`src/rtl/uart_tx_pkg.sv`:
```
package uart_tx_pkg;

  // Use of the slot that follows the data bits
  typedef enum logic [1:0] {
    PM_PARITY = 2'b00,
    PM_FORCE  = 2'b01,
    PM_NONE   = 2'b10,
    PM_MULTI  = 2'b11
  } par_mode_e;

  // Sequencer states
  typedef enum logic [1:0] {
    SQ_IDLE = 2'b00,
    SQ_WAIT = 2'b01,
    SQ_SEND = 2'b10
  } seq_state_e;

endpackage

```
`src/rtl/tx_parity_gen.sv`:
```
module tx_parity_gen #(
  parameter int DATA_W     = 8,
  parameter int LEN_CODE_W = 2,
  localparam int MIN_LEN   = DATA_W - (1 << LEN_CODE_W) + 1,
  localparam int NUM_W     = $clog2(DATA_W + 1)
) (
  input  logic [DATA_W-1:0]     data,
  input  logic [LEN_CODE_W-1:0] len_code,
  input  logic                  odd_sel,
  output logic [NUM_W-1:0]      num_data,
  output logic                  par_bit
);

  logic [DATA_W-1:0] masked;

  assign num_data = NUM_W'(MIN_LEN) + NUM_W'(len_code);

  // Bits below the minimum length are always sent; the rest depend on the code
  for (genvar i = 0; i < DATA_W; i++) begin : g_mask
    if (i < MIN_LEN) begin : g_fixed
      assign masked[i] = data[i];
    end else begin : g_var
      assign masked[i] = data[i] & (NUM_W'(i) < num_data);
    end
  end

  assign par_bit = (^masked) ^ odd_sel;

endmodule

```
`src/rtl/tx_char_format.sv`:
```
module tx_char_format
  import uart_tx_pkg::*;
#(
  parameter int DATA_W     = 8,
  parameter int LEN_CODE_W = 2,
  localparam int FRAME_W   = DATA_W + 3,
  localparam int CNT_W     = $clog2(FRAME_W + 1),
  localparam int NUM_W     = $clog2(DATA_W + 1)
) (
  input  logic [DATA_W-1:0]     data,
  input  logic [LEN_CODE_W-1:0] len_code,
  input  logic [1:0]            par_mode,
  input  logic                  par_sel,
  output logic [FRAME_W-1:0]    frame,
  output logic [CNT_W-1:0]      nbits
);

  logic [NUM_W-1:0] num_data;
  logic             par_bit;
  logic             has_slot;
  logic             slot_bit;
  par_mode_e        mode;

  tx_parity_gen #(
    .DATA_W     (DATA_W),
    .LEN_CODE_W (LEN_CODE_W)
  ) u_par (
    .data     (data),
    .len_code (len_code),
    .odd_sel  (par_sel),
    .num_data (num_data),
    .par_bit  (par_bit)
  );

  assign mode = par_mode_e'(par_mode);

  always_comb begin
    has_slot = 1'b1;
    slot_bit = 1'b1;
    unique case (mode)
      PM_PARITY: slot_bit = par_bit;
      PM_FORCE:  slot_bit = par_sel;
      PM_MULTI:  slot_bit = par_sel;
      PM_NONE:   has_slot = 1'b0;
      default:   has_slot = 1'b0;
    endcase
  end

  // Bit 0 goes out first: start, data LSB first, optional slot, stop (ones fill)
  always_comb begin
    frame    = '1;
    frame[0] = 1'b0;
    for (int i = 0; i < DATA_W; i++) begin
      if (NUM_W'(i) < num_data) frame[1 + i] = data[i];
    end
    if (has_slot) frame[1 + int'(num_data)] = slot_bit;
  end

  assign nbits = CNT_W'(num_data) + CNT_W'(2) + CNT_W'(has_slot);

endmodule

```
`src/rtl/tx_bit_sequencer.sv`:
```
module tx_bit_sequencer
  import uart_tx_pkg::*;
#(
  parameter int FRAME_W = 11,
  localparam int CNT_W  = $clog2(FRAME_W + 1)
) (
  input  logic               clk,
  input  logic               rst_n,
  input  logic               tick,
  input  logic               load,
  input  logic [FRAME_W-1:0] frame_in,
  input  logic [CNT_W-1:0]   nbits_in,
  output logic               busy,
  output logic               txd
);

  seq_state_e         state_q, state_n;
  logic [FRAME_W-1:0] shreg_q, shreg_n;
  logic [CNT_W-1:0]   cnt_q, cnt_n;
  logic [CNT_W-1:0]   len_q, len_n;
  logic               txd_q, txd_n;
  logic               reg_en;

  always_comb begin
    state_n = state_q;
    shreg_n = shreg_q;
    cnt_n   = cnt_q;
    len_n   = len_q;
    txd_n   = txd_q;
    unique case (state_q)
      SQ_IDLE: begin
        txd_n = 1'b1;
        if (load) begin
          shreg_n = frame_in;
          len_n   = nbits_in;
          state_n = SQ_WAIT;
        end
      end
      SQ_WAIT: begin
        if (tick) begin
          txd_n   = shreg_q[0];
          shreg_n = {1'b1, shreg_q[FRAME_W-1:1]};
          cnt_n   = len_q;
          state_n = SQ_SEND;
        end
      end
      SQ_SEND: begin
        if (tick) begin
          if (cnt_q == CNT_W'(1)) begin
            txd_n   = 1'b1;
            state_n = SQ_IDLE;
          end else begin
            txd_n   = shreg_q[0];
            shreg_n = {1'b1, shreg_q[FRAME_W-1:1]};
            cnt_n   = cnt_q - CNT_W'(1);
          end
        end
      end
      default: state_n = SQ_IDLE;
    endcase
  end

  assign reg_en = load | tick | (state_q == SQ_IDLE);

  always_ff @(posedge clk or negedge rst_n) begin
    if (!rst_n) begin
      state_q <= SQ_IDLE;
      shreg_q <= '1;
      cnt_q   <= '0;
      len_q   <= '0;
      txd_q   <= 1'b1;
    end else if (reg_en) begin
      state_q <= state_n;
      shreg_q <= shreg_n;
      cnt_q   <= cnt_n;
      len_q   <= len_n;
      txd_q   <= txd_n;
    end
  end

  assign busy = (state_q != SQ_IDLE);
  assign txd  = txd_q;

endmodule

```
`src/rtl/uart_frame_tx.sv`:
```
module uart_frame_tx #(
  parameter int DATA_W     = 8,
  parameter int LEN_CODE_W = 2,
  localparam int FRAME_W   = DATA_W + 3,
  localparam int CNT_W     = $clog2(FRAME_W + 1)
) (
  input  logic                  clk,
  input  logic                  rst_n,
  input  logic                  tick,
  input  logic [DATA_W-1:0]     in_data,
  input  logic                  in_valid,
  output logic                  in_ready,
  input  logic [LEN_CODE_W-1:0] len_code,
  input  logic [1:0]            par_mode,
  input  logic                  par_sel,
  output logic                  txd
);

  logic [FRAME_W-1:0] frame;
  logic [CNT_W-1:0]   nbits;
  logic               busy;
  logic               load;

  tx_char_format #(
    .DATA_W     (DATA_W),
    .LEN_CODE_W (LEN_CODE_W)
  ) u_fmt (
    .data     (in_data),
    .len_code (len_code),
    .par_mode (par_mode),
    .par_sel  (par_sel),
    .frame    (frame),
    .nbits    (nbits)
  );

  assign in_ready = ~busy;
  assign load     = in_valid & in_ready;

  tx_bit_sequencer #(
    .FRAME_W (FRAME_W)
  ) u_seq (
    .clk      (clk),
    .rst_n    (rst_n),
    .tick     (tick),
    .load     (load),
    .frame_in (frame),
    .nbits_in (nbits),
    .busy     (busy),
    .txd      (txd)
  );

endmodule

```
`config.mk`:
```
export PLATFORM = sky130hd
export DESIGN_NAME = uart_frame_tx
export DESIGN_NICKNAME = d
export VERILOG_FILES = /design/src/rtl/uart_tx_pkg.sv /design/src/rtl/tx_parity_gen.sv /design/src/rtl/tx_char_format.sv /design/src/rtl/tx_bit_sequencer.sv /design/src/rtl/uart_frame_tx.sv
export SDC_FILE = /design/constraint.sdc
export NUM_CORES = 1
export LEC_CHECK = 0
export ABC_AREA = 0
export ABC_CLOCK_PERIOD_IN_PS = 2100
export BUFFER_PORTS_ARGS = -buffer_cell sky130_fd_sc_hd__buf_2
export CORE_MARGIN = 3
export CORE_UTILIZATION = 28
export DETAILED_ROUTE_END_ITERATION = 6
export PLACE_DENSITY = 0.49
export REMOVE_ABC_BUFFERS = 1
export SYNTH_ARGS = -nofsm -noshare
export SYNTH_HDL_FRONTEND = slang
export SYNTH_SLANG_ARGS = --single-unit
```
`constraint.sdc`:
```
create_clock -name clk -period 2.1 [get_ports clk]
set_clock_uncertainty 0.2 [all_clocks]
set_input_delay 0.105 -clock clk [delete_from_list [all_inputs] [get_ports clk]]
set_output_delay 0.105 -clock clk [all_outputs]
set_load 0.1 [all_outputs]
```
**Yosys cells after proc, flatten, opt, wreduce, memory -nomap -nowiden**

Cells that the tools add are included.

- Word-level logic and storage cells: 84
- Bits of input ports: 17
- Flip-flop bits (word level): 22
- Output and inout port bits: 2

- Mux-type cells: 32
- Bitwise logic cells: 8
- Eq/ne operators: 11
- Add/sub/neg operators: 5
- $lt $le $gt $ge: 10
- Reduce and logical (&&, ||, !) cells: 13

Operators with widths:

| kind | number |
|---|---|
| 2-to-1 mux 11 bit | 5 |
| case mux 11 bit (3 select lines) | 1 |
| >= comparator 32 x 1 -> 1 bit (second input constant) | 1 |
| less-than comparator 32 x 6 -> 1 bit (second input constant) | 1 |
| less-than comparator 3 x 4 -> 1 bit (first input constant) | 4 |
| 2-to-1 mux 1 bit | 13 |
| 2-to-1 mux 4 bit | 3 |
| bitwise mux 11 bit | 1 |
| AND reduction 5 bit | 2 |
| less-than comparator 1 x 4 -> 1 bit (first input constant) | 2 |
| less-than comparator 2 x 4 -> 1 bit (first input constant) | 2 |
| 2-to-1 mux 2 bit | 4 |
| case mux 4 bit (2 select lines) | 1 |
| XOR reduction 8 bit | 1 |
| == test 2 bit (second input constant) | 3 |
| inequality test 2 bit (second input constant) | 3 |
| case mux 2 bit (3 select lines) | 1 |
| AND reduction 6 bit | 1 |
| adder 1 x 4 -> 5 bit (first input constant) | 1 |
| adder 3 x 2 -> 4 bit (first input constant) | 1 |
| adder 4 x 1 -> 4 bit | 1 |
| adder 4 x 2 -> 4 bit (second input constant) | 1 |
| AND 1 bit | 4 |
| demux 1 bit (select 4 bit) | 1 |
| other kinds (16) | 21 |

**Depth between registers and ports, before layout**

Gate-level depths: netlist of the first run.

- Depth in word-level cells: 10
- Depth in mapped cells: 11
- Depth with buffers taken out: 11

**Hierarchy**

A second synthesis of the first run with hierarchy kept.

- Cell total of the unflattened synthesis: 169
- Area, all modules: 1751.7 µm²

By module, submodules not included:

| module | area each (µm²) | cells each | sequential area each (µm²) | instances |
|---|---|---|---|---|
| tx_bit_sequencer | 1272.5 | 103 | 565.5 | 1 |
| tx_char_format | 336.6 | 47 | 0.0 | 1 |
| tx_parity_gen | 132.6 | 17 | 0.0 | 1 |
| uart_frame_tx | 10.0 | 2 | 0.0 | 1 |

**Worst setup path after synthesis of the first run**

No wires, ideal clock.

- Kind: register to register
- From: register u_seq.state_q[0]
- To: register u_seq.shreg_q[5]
- Period minus slack after synthesis: 2.874 ns
- Data required time: 1.809 ns
- Setup slack: -0.774 ns
- Setup time: 0.091 ns
- Cell stages (with the launch flop): 10
- Arrival: 2.583 ns
- Buffers on the path: 1
- Path through: dfrtp_1 -> inv_1 -> ha_1 -> nor2b_1 -> a21oi_1 -> nor2_1 -> and3_1 -> buf_1 -> nand2b_1 -> o31ai_1

- Word-level cells in the longest chain between the ends: 6
- Elaborated cells on any way between the ends: 15
- Those cells by class: eq/ne (6); mux (1); bitwise (4); reduce/logical (4)

Ends and longest elaborated chain:

| item | line | source |
|---|---|---|
| start: declaration | tx_bit_sequencer.sv:17 | `seq_state_e state_q, state_n;` |
| start signal: assignment | tx_bit_sequencer.sv:73 | `state_q <= state_n;` |
| nonzero test 2 bit * | tx_bit_sequencer.sv:81 | `assign busy = (state_q != SQ_IDLE);` |
| inverter 1 bit * | uart_frame_tx.sv:36 | `assign in_ready = ~busy;` |
| net in_ready | uart_frame_tx.sv:12 | `output logic in_ready,` |
| AND 1 bit * | uart_frame_tx.sv:37 | `assign load = in_valid & in_ready;` |
| bitwise OR 1 bit (2 in series) | tx_bit_sequencer.sv:63 | `assign reg_en = load \| tick \| (state_q == SQ_IDLE);` |
| AND reduction 6 bit (no source line) * | - |  |
| end signal: assignment | tx_bit_sequencer.sv:74 | `shreg_q <= shreg_n;` |
| end: declaration | tx_bit_sequencer.sv:18 | `logic [FRAME_W-1:0] shreg_q, shreg_n;` |

The timed path passes the listed nets; every way through them passes the cells marked *.
A chain may end at the register's enable or synchronous reset.

**Final worst setup path of the first run**

- From: register u_seq.state_q[0]
- To: register u_seq.shreg_q[5]

- Word-level cells in the longest chain between the ends: 6
- Elaborated cells on any way between the ends: 15
- Those cells by class: eq/ne (6); mux (1); bitwise (4); reduce/logical (4)

Ends and longest elaborated chain:

| item | line |
|---|---|
| nonzero test 2 bit | tx_bit_sequencer.sv:81 |
| inverter 1 bit | uart_frame_tx.sv:36 |
| AND 1 bit | uart_frame_tx.sv:37 |
| bitwise OR 1 bit (2 in series) | tx_bit_sequencer.sv:63 |
| AND reduction 6 bit (no source line) | - |

Parallel ways exist; a longest one is shown, timed or not.

==> summary.txt, run 1 <==
Clock network
  – H-tree depth: 1
  – Max clock buf depth: 2
  – Root Driver: clkbuf_8
  – Worst-Skew Late Latency: approximately 260 ps
  – Clock slew at reported path FFs: around 80 ps
  – Total CTS buffers: 3
  – TritonCTS clock tree: done
  – Clock sink count: 22

Finish
  – Most frequent cells in the layout: buf_4 (27), buf_2 (18), nand2_1 (15), a21oi_1 (15)
  – Post-Layout Cell Count: around 320
  – Most common cell after layout, fill and taps aside: buf_4
  – Diode count: 0
  – Nets@finish: 283
  – Share of cells above drive strength 1: around two fifths
  – Final Instance Area: ~2400 sq um
  – Area grow syn2layout: 37.6%

Timing
  – Pins Over Slew Limit: 0
  – Worst-Margin Slew: 508 ps
  – # setup viols final: 0
  – Min cycle time layout: a little over 2000 ps
  – Worst rel slew slack: approximately two thirds
  – Final Hold Fails: 0
  – Fmax: 497 MHz
  – Final worst-path cycle share: between 90 and 100%

Power
  – Maximum vdd drop: approximately 0.0006 V
  – Seq pwr share: between 20% and 30%
  – Int Power: approximately 0.0016 W
  – Leak: roughly 1.0 nW
  – Logic pwr share: slightly above 60%
  – Pwr per Cell Area: about 1200 nW/um^2
  – P_sw: ~0.0012 W
  – Clock power share: under 10%
  – Switch share: between 40% and 50%

Yosys
  – Post-synthesis sequential area ratio: about a third
  – Primary FF master, synth: dfstp_2
  – Synth warnings: 0
  – Post-synthesis cell type count: 38
  – Cells after Synth: 198
  – Post-synth EDFFs: 0
  – Asr flop ratio synth: 100%
  – Mean post-synth cell area: a little under 9 sq um
  – Area of the mapped netlist: between 1500 and 2000 sq um
  – #FFs+latches synth: 22

Global route
  – GRT overflow: 0
  – GRT Util Overall: 11.5%
  – Initial antenna violation count: 0
  – Number of global-route vias before repair: 1,501
  – Largest net degree at the start of global routing: 23
  – First-pass GRT wire length: 6890 um

Routing
  – Post-DRT Antenna Nets: 0
  – Routed wire length: approximately 4200 um
  – Vias/cell: between 4 and 5
  – Vias: 1,530
  – DRC violations left: 0
  – DR pass1 iterations: 4
  – Iter 0 DRT Violations: 67
  – Average wire per standard cell: 13.1 um

Placement
  – Port Buffers: 18
  – Dpl cell area: 2060 sq um
  – DP HPWL: 3120 um
  – Placed Instances: a little over 300
  – Gpl congestion: between 0.8 and 0.9

Hold path
  – Hold EP: u_seq.shreg_q[4]
  – Hold Crit Class: primary input to register
  – Hold path depth: 3
  – Hold Path Origin: in_data[3]

Critical path
  – Crit path launch type: register
  – Reg2reg start: u_seq.state_q[0]
  – Slowest stage delay, CP: about 410 ps
  – Arrival @ worst endpoint: ~2000 ps
  – Setup crit end kind: register
  – Crit path max-delay cell type: dfrtp_1
  – Setup CP Type: register to register
  – Crit Path Max Fanout: 5
  – Buf+Inv Stages, Crit Path: 2
  – Crit path cell chain: inv_2, ha_2, nor2b_2, a21oi_2, nor2_2, and3_4, buf_4, and3_1, a21oi_2, o31ai_2
  – Reg2Reg Depth: 10
  – Worst Path Required: 2090 ps
  – Kind of cell adding the most delay to the critical path: simple AND/OR/NAND/NOR gates
  – Crit path top cell by count: a21oi_2
  – RR Endpoint: u_seq.shreg_q[5]
  – Reg2Reg Setup Slack: between 80 and 90 ps

Die
  – DIE HEIGHT: 84.5 um
  – # rows: 27
  – Die W: approximately 85 um
  – Initial Utilization: a little under a third
  – I/O pin cnt: 19
  – Core Region: 5740 sq um
  – Die Footprint: 7140 sq um

Job
  – MaxCap Viol Count: 0

Run status
  – Status: complete, no violations
-- layer usage --
layer	part of all wire [%]	up-vias	global-route usage, %
met4	0.91	0	3.45
met3	2.0	4	1.08
met2	50	22	19.1
met1	47	709	15.9
li1	-	795	-
met5	0	-	0
-- flip-flops by register name, indices dropped and copies added, names as in the netlist --
name and count:
u_seq.len_q 4, u_seq.cnt_q 4, u_seq.shreg_q 11, u_seq.state_q 2, u_seq.txd 1
-- layout make-up --
class / instances / area, sq um
fillers: 611 / 3370
repair buffers: 52 / 364
multi-input cells: 153 / 1250
flip-flops and latches: 22 / 566
inverters: 16 / 60.1
well taps: 72 / 90.1
clock buffers: 4 / 45.0
-- power groups by stage --
stage	combinational [W]	clock [W]	sequential [W]
2_1_floorplan	0.000979	0	0.000867
3_3_place_gp	0.00149	0	0.000824
3_5_place_dp	0.00149	0	0.000827
4_1_cts	0.00150	0.000281	0.000818
5_1_grt	0.00191	0.000294	0.000864
6_report	0.00171	0.000272	0.000835
-- logic make-up (layout without fill, tap and decap cells) --
kind of cell,after synthesis,after routing,share of synthesized area (%)
XOR/XNOR,10,10,6.81
adder cells (fa/ha/maj),18,18,13.0
buffers and inverters,23,72,5.51
AO/OA/AOI/OAI,55,55,19.2
AND/OR/NAND/NOR,67,67,20.9
flip-flops,22,22,32.8
multiplexers,3,3,1.81
-- worst min-delay path, delay by kind of cell --
family,cells,cell delay (ps)
compound gates,2,250
buf+inv,1,120
-- Yosys cell counts (2+ instances only) --
master / n / area [sq um]
a211oi_1: 4 / 30.0
a21oi_1: 18 / 90.1
a22oi_1: 4 / 30.0
a31oi_1: 6 / 37.5
and3_1: 7 / 43.8
buf_1: 2 / 7.51
clkbuf_1: 3 / 11.3
dfrtp_1: 10 / 250
dfstp_2: 12 / 315
ha_1: 18 / 225
inv_1: 15 / 56.3
mux2i_1: 2 / 20.0
nand2_1: 15 / 56.3
nand2b_1: 5 / 31.3
nand3_1: 7 / 35.0
nand3b_1: 2 / 15.0
nor2_1: 14 / 52.6
nor2b_1: 3 / 18.8
nor3_1: 8 / 40.0
o21ai_0: 13 / 65.1
o31ai_1: 5 / 37.5
xnor2_1: 6 / 52.6
xnor2_2: 4 / 65.1
-- metrics by stage --
stage | setup WS (ps) | hold WS (ps) | setup TNS, ps | utilization, % | total power, W
floorplan | -682 | -391 | -7630 | - | 0.00185
global placement | -157 | -91.9 | -1310 | 35.9 | 0.00232
detailed placement | -204 | -96.6 | -1770 | 35.9 | 0.00231
CTS | 18.2 | 5.84 | 0 | 37.7 | 0.00260
global route | -42.3 | 47.0 | -141 | 41.4 | 0.00307
finish | 88.9 | 10.1 | 0 | 41.4 | 0.00281
-- worst max-delay path by stage --
stage	start	to	slack, ps	depth (start not counted)
3_5_place_dp	len_code[0]	u_seq.shreg_q[2]	-200	12
4_1_cts	u_seq.state_q[0]	u_seq.shreg_q[1]	20	10
6_report	u_seq.state_q[0]	u_seq.shreg_q[5]	90	10
5_1_grt	len_code[1]	u_seq.shreg_q[2]	-40	12
3_3_place_gp	len_code[0]	u_seq.shreg_q[2]	-160	12
2_1_floorplan	u_seq.state_q[0]	u_seq.shreg_q[7]	-680	8
-- repair_timing --
item | CTS | global route
gates resized for setup | 0 | 38
setup endpoints to repair | 0 | 10
endpoints found under the hold margin | 27 | 0
buffers inserted | 0 | 3
hold buffers | 6 | 0
No activity file was read; power rests on OpenSTA's default activity.
==> run 2, diff against run 1 <==
--- a/config.mk
+++ b/config.mk
@@ -10,6 +10,7 @@
 export BUFFER_PORTS_ARGS = -buffer_cell sky130_fd_sc_hd__buf_2
 export CORE_MARGIN = 3
 export CORE_UTILIZATION = 28
+export CTS_BUF_LIST = sky130_fd_sc_hd__clkbuf_4 sky130_fd_sc_hd__clkbuf_8
 export DETAILED_ROUTE_END_ITERATION = 6
 export PLACE_DENSITY = 0.49
 export REMOVE_ABC_BUFFERS = 1
==> run 2 against run 1 <==
  * Combinational power about the same
  * Hold slack about the same
  * Total power is 0.41% higher
  * Global-route usage is the same
  * Final area increased by 0.16%
  * Utilization grew 0.065 points
  * Critical path depth is the same
  * Highest routed layer unchanged
==> summary.txt, run 2 (synthesized netlist as in run 1, its figures left out) <==
Finish
  – Most frequent cells in the layout: buf_4 (27), buf_2 (18), nand2_1 (15), a21oi_1 (15) (unchanged)
  – Max reg flops: 11 (unchanged)
  – Share of cells above drive strength 1: 41.3% (was 40.9%)
  – Largest Register: u_seq.shreg_q (unchanged)
  – Area grow syn2layout: 37.8% (was 37.6%)
  – Regs by FF count: u_seq.shreg_q x11, u_seq.cnt_q x4, u_seq.len_q x4 (unchanged)
  – Diode count: 0 (unchanged)
  – Most common cell after layout, fill and taps aside: buf_4 (unchanged)
  – Nets@finish: 283 (unchanged)

Critical path
  – Worst Path Required: 2090 ps (about the same)
  – Reg2Reg Setup Slack: 90 ps (about the same)
  – Arrival @ worst endpoint: 2000 ps (about the same)
  – Setup crit end kind: register (unchanged)
  – Crit Path Max Fanout: 5 (unchanged)
  – Setup CP Type: register to register (unchanged)
  – Crit path launch type: register (unchanged)

Timing
  – Setup TNS: 0 ps (unchanged)
  – Fmax: 498 MHz (was 497 MHz)
  – Final WS setup: 90.6 ps (was 88.9 ps)
  – Final Hold Fails: 0 (unchanged)
  – Worst-Margin Slew: 508 ps (about the same)
  – Min cycle time layout: 2010 ps (about the same)
  – Pins Over Slew Limit: 0 (unchanged)
  – Final worst-path cycle share: 95.7% (was 95.8%)
  – # setup viols final: 0 (unchanged)
  – Worst rel slew slack: 66.1% (about the same)

Die
  – Die Footprint: 7140 sq um (unchanged)
  – Die W: 84.5 um (unchanged)
  – Initial Utilization: 30.1% (unchanged)
  – I/O pin cnt: 19 (unchanged)
  – # rows: 27 (unchanged)
  – DIE HEIGHT: 84.5 um (unchanged)
  – Core Region: 5740 sq um (unchanged)

Routing
  – Post-DRT Antenna Nets: 0 (unchanged)
  – Average wire per standard cell: 13.1 um (about the same)
  – DR pass1 iterations: 4 (unchanged)
  – Vias/cell: 4.80 (unchanged)
  – Iter 0 DRT Violations: 64 (was 67)
  – Routed wire length: 4180 um (about the same)
  – Vias: 1,530 (unchanged)
  – DRC violations left: 0 (unchanged)

Clock network
  – H-tree depth: 1 (unchanged)
  – Root Driver: clkbuf_8 (unchanged)
  – Clock sink count: 22 (unchanged)
  – Max clock buf depth: 2 (unchanged)
  – TritonCTS clock tree: done (unchanged)
  – Worst-Skew Late Latency: 260 ps (about the same)
  – Clock slew at reported path FFs: 80 ps (about the same)
  – Total CTS buffers: 3 (unchanged)

Global route
  – GRT overflow: 0 (unchanged)
  – GRT Util Overall: 11.5% (unchanged)
  – Largest net degree at the start of global routing: 23 (unchanged)
  – Number of global-route vias before repair: 1,501 (unchanged)
  – First-pass GRT wire length: 6890 um (unchanged)
  – Initial antenna violation count: 0 (unchanged)

Run status
  – Status: complete, no violations (unchanged)

Hold path
  – Hold Crit Class: primary input to register (unchanged)

Placement
  – Gpl congestion: 0.810 (unchanged)
  – DP HPWL: 3120 um (unchanged)
  – Port Buffers: 18 (unchanged)
  – Worst slack at placement: -204 ps (unchanged)

Power
  – Maximum vdd drop: 0.000591 V (was 0.000592 V)
  – Pwr per Cell Area: 1190 nW/um^2 (was 1180 nW/um^2)
  – Leak: 1.05 nW (was 1.04 nW)

Job
  – MaxCap Viol Count: 0 (unchanged)
run 2: cell types whose count changed in the layout (fill, tap and decap cells not counted):
| cell | previous run | this run |
|---|---|---|
| clkbuf_1 | 1 | 0 |
| clkbuf_4 | 0 | 1 |
run 2: power breakdown:
group,internal [W],switching [W]
Clock,0.000148,0.000135
Sequential,0.000700,0.000135
Combinational,0.000760,0.000947
Total,0.00161,0.00122
run 2: timing repair:
item,CTS,global route
resized for setup,0,38
buffers inserted,0,3
hold endpoints to repair,27,0
hold buffers,6,0
endpoints found under the setup margin,0,10
run 2: worst paths after layout:
| path | cells past startpoint | start | end |
|---|---|---|---|
| hold / removal | 3 | in_data[3] | u_seq.shreg_q[4] |
| setup reg to reg | 10 | u_seq.state_q[0] | u_seq.shreg_q[5] |
| min in group asynchronous | 2 | rst_n | u_seq.cnt_q[0] |
| max in group asynchronous | 2 | rst_n | u_seq.shreg_q[6] |
| hold reg to reg | 2 | u_seq.shreg_q[10] | u_seq.shreg_q[10] |
| setup / recovery | 10 | u_seq.state_q[0] | u_seq.shreg_q[5] |
run 2: worst max-delay path, stage by stage, from the launching register on:
cell     delay [ps]
dfrtp_1         410
inv_2            60
ha_2            180
nor2b_2         160
a21oi_2         150
nor2_2           60
and3_4          180
buf_4           150
and3_1          190
a21oi_2         130
o31ai_2          80
run 2: area by class of cell:
type / instances / area (sq um)
inverters: 16 / 60.1
clock buffers: 4 / 48.8
fillers: 609 / 3360
repair buffers: 52 / 364
multi-input cells: 153 / 1250
well taps: 72 / 90.1
flip-flops and latches: 22 / 566
run 2: metrics by stage:
step | instance area (sq um) | hold slack, ps | power [W] | utilization (%) | instances
5_1_grt | 2380 | 47.0 | 0.00309 | 41.4 | 319
3_5_place_dp | 2060 | -96.6 | 0.00231 | 35.9 | 306
4_1_cts | 2170 | 5.84 | 0.00262 | 37.8 | 316
3_3_place_gp | 2060 | -91.9 | 0.00232 | 35.9 | 306
6_report | 2380 | 10.1 | 0.00282 | 41.4 | 319
2_1_floorplan | 1690 | -391 | 0.00185 | - | 191
run 2: metal layers:
layer	GRT usage [%]	part of all wire (%)	vias to the layer above
met3	1.08	2.0	4
met2	19.1	50	22
li1	-	-	795
met5	0	0	-
met4	3.45	0.91	0
met1	15.9	47	709
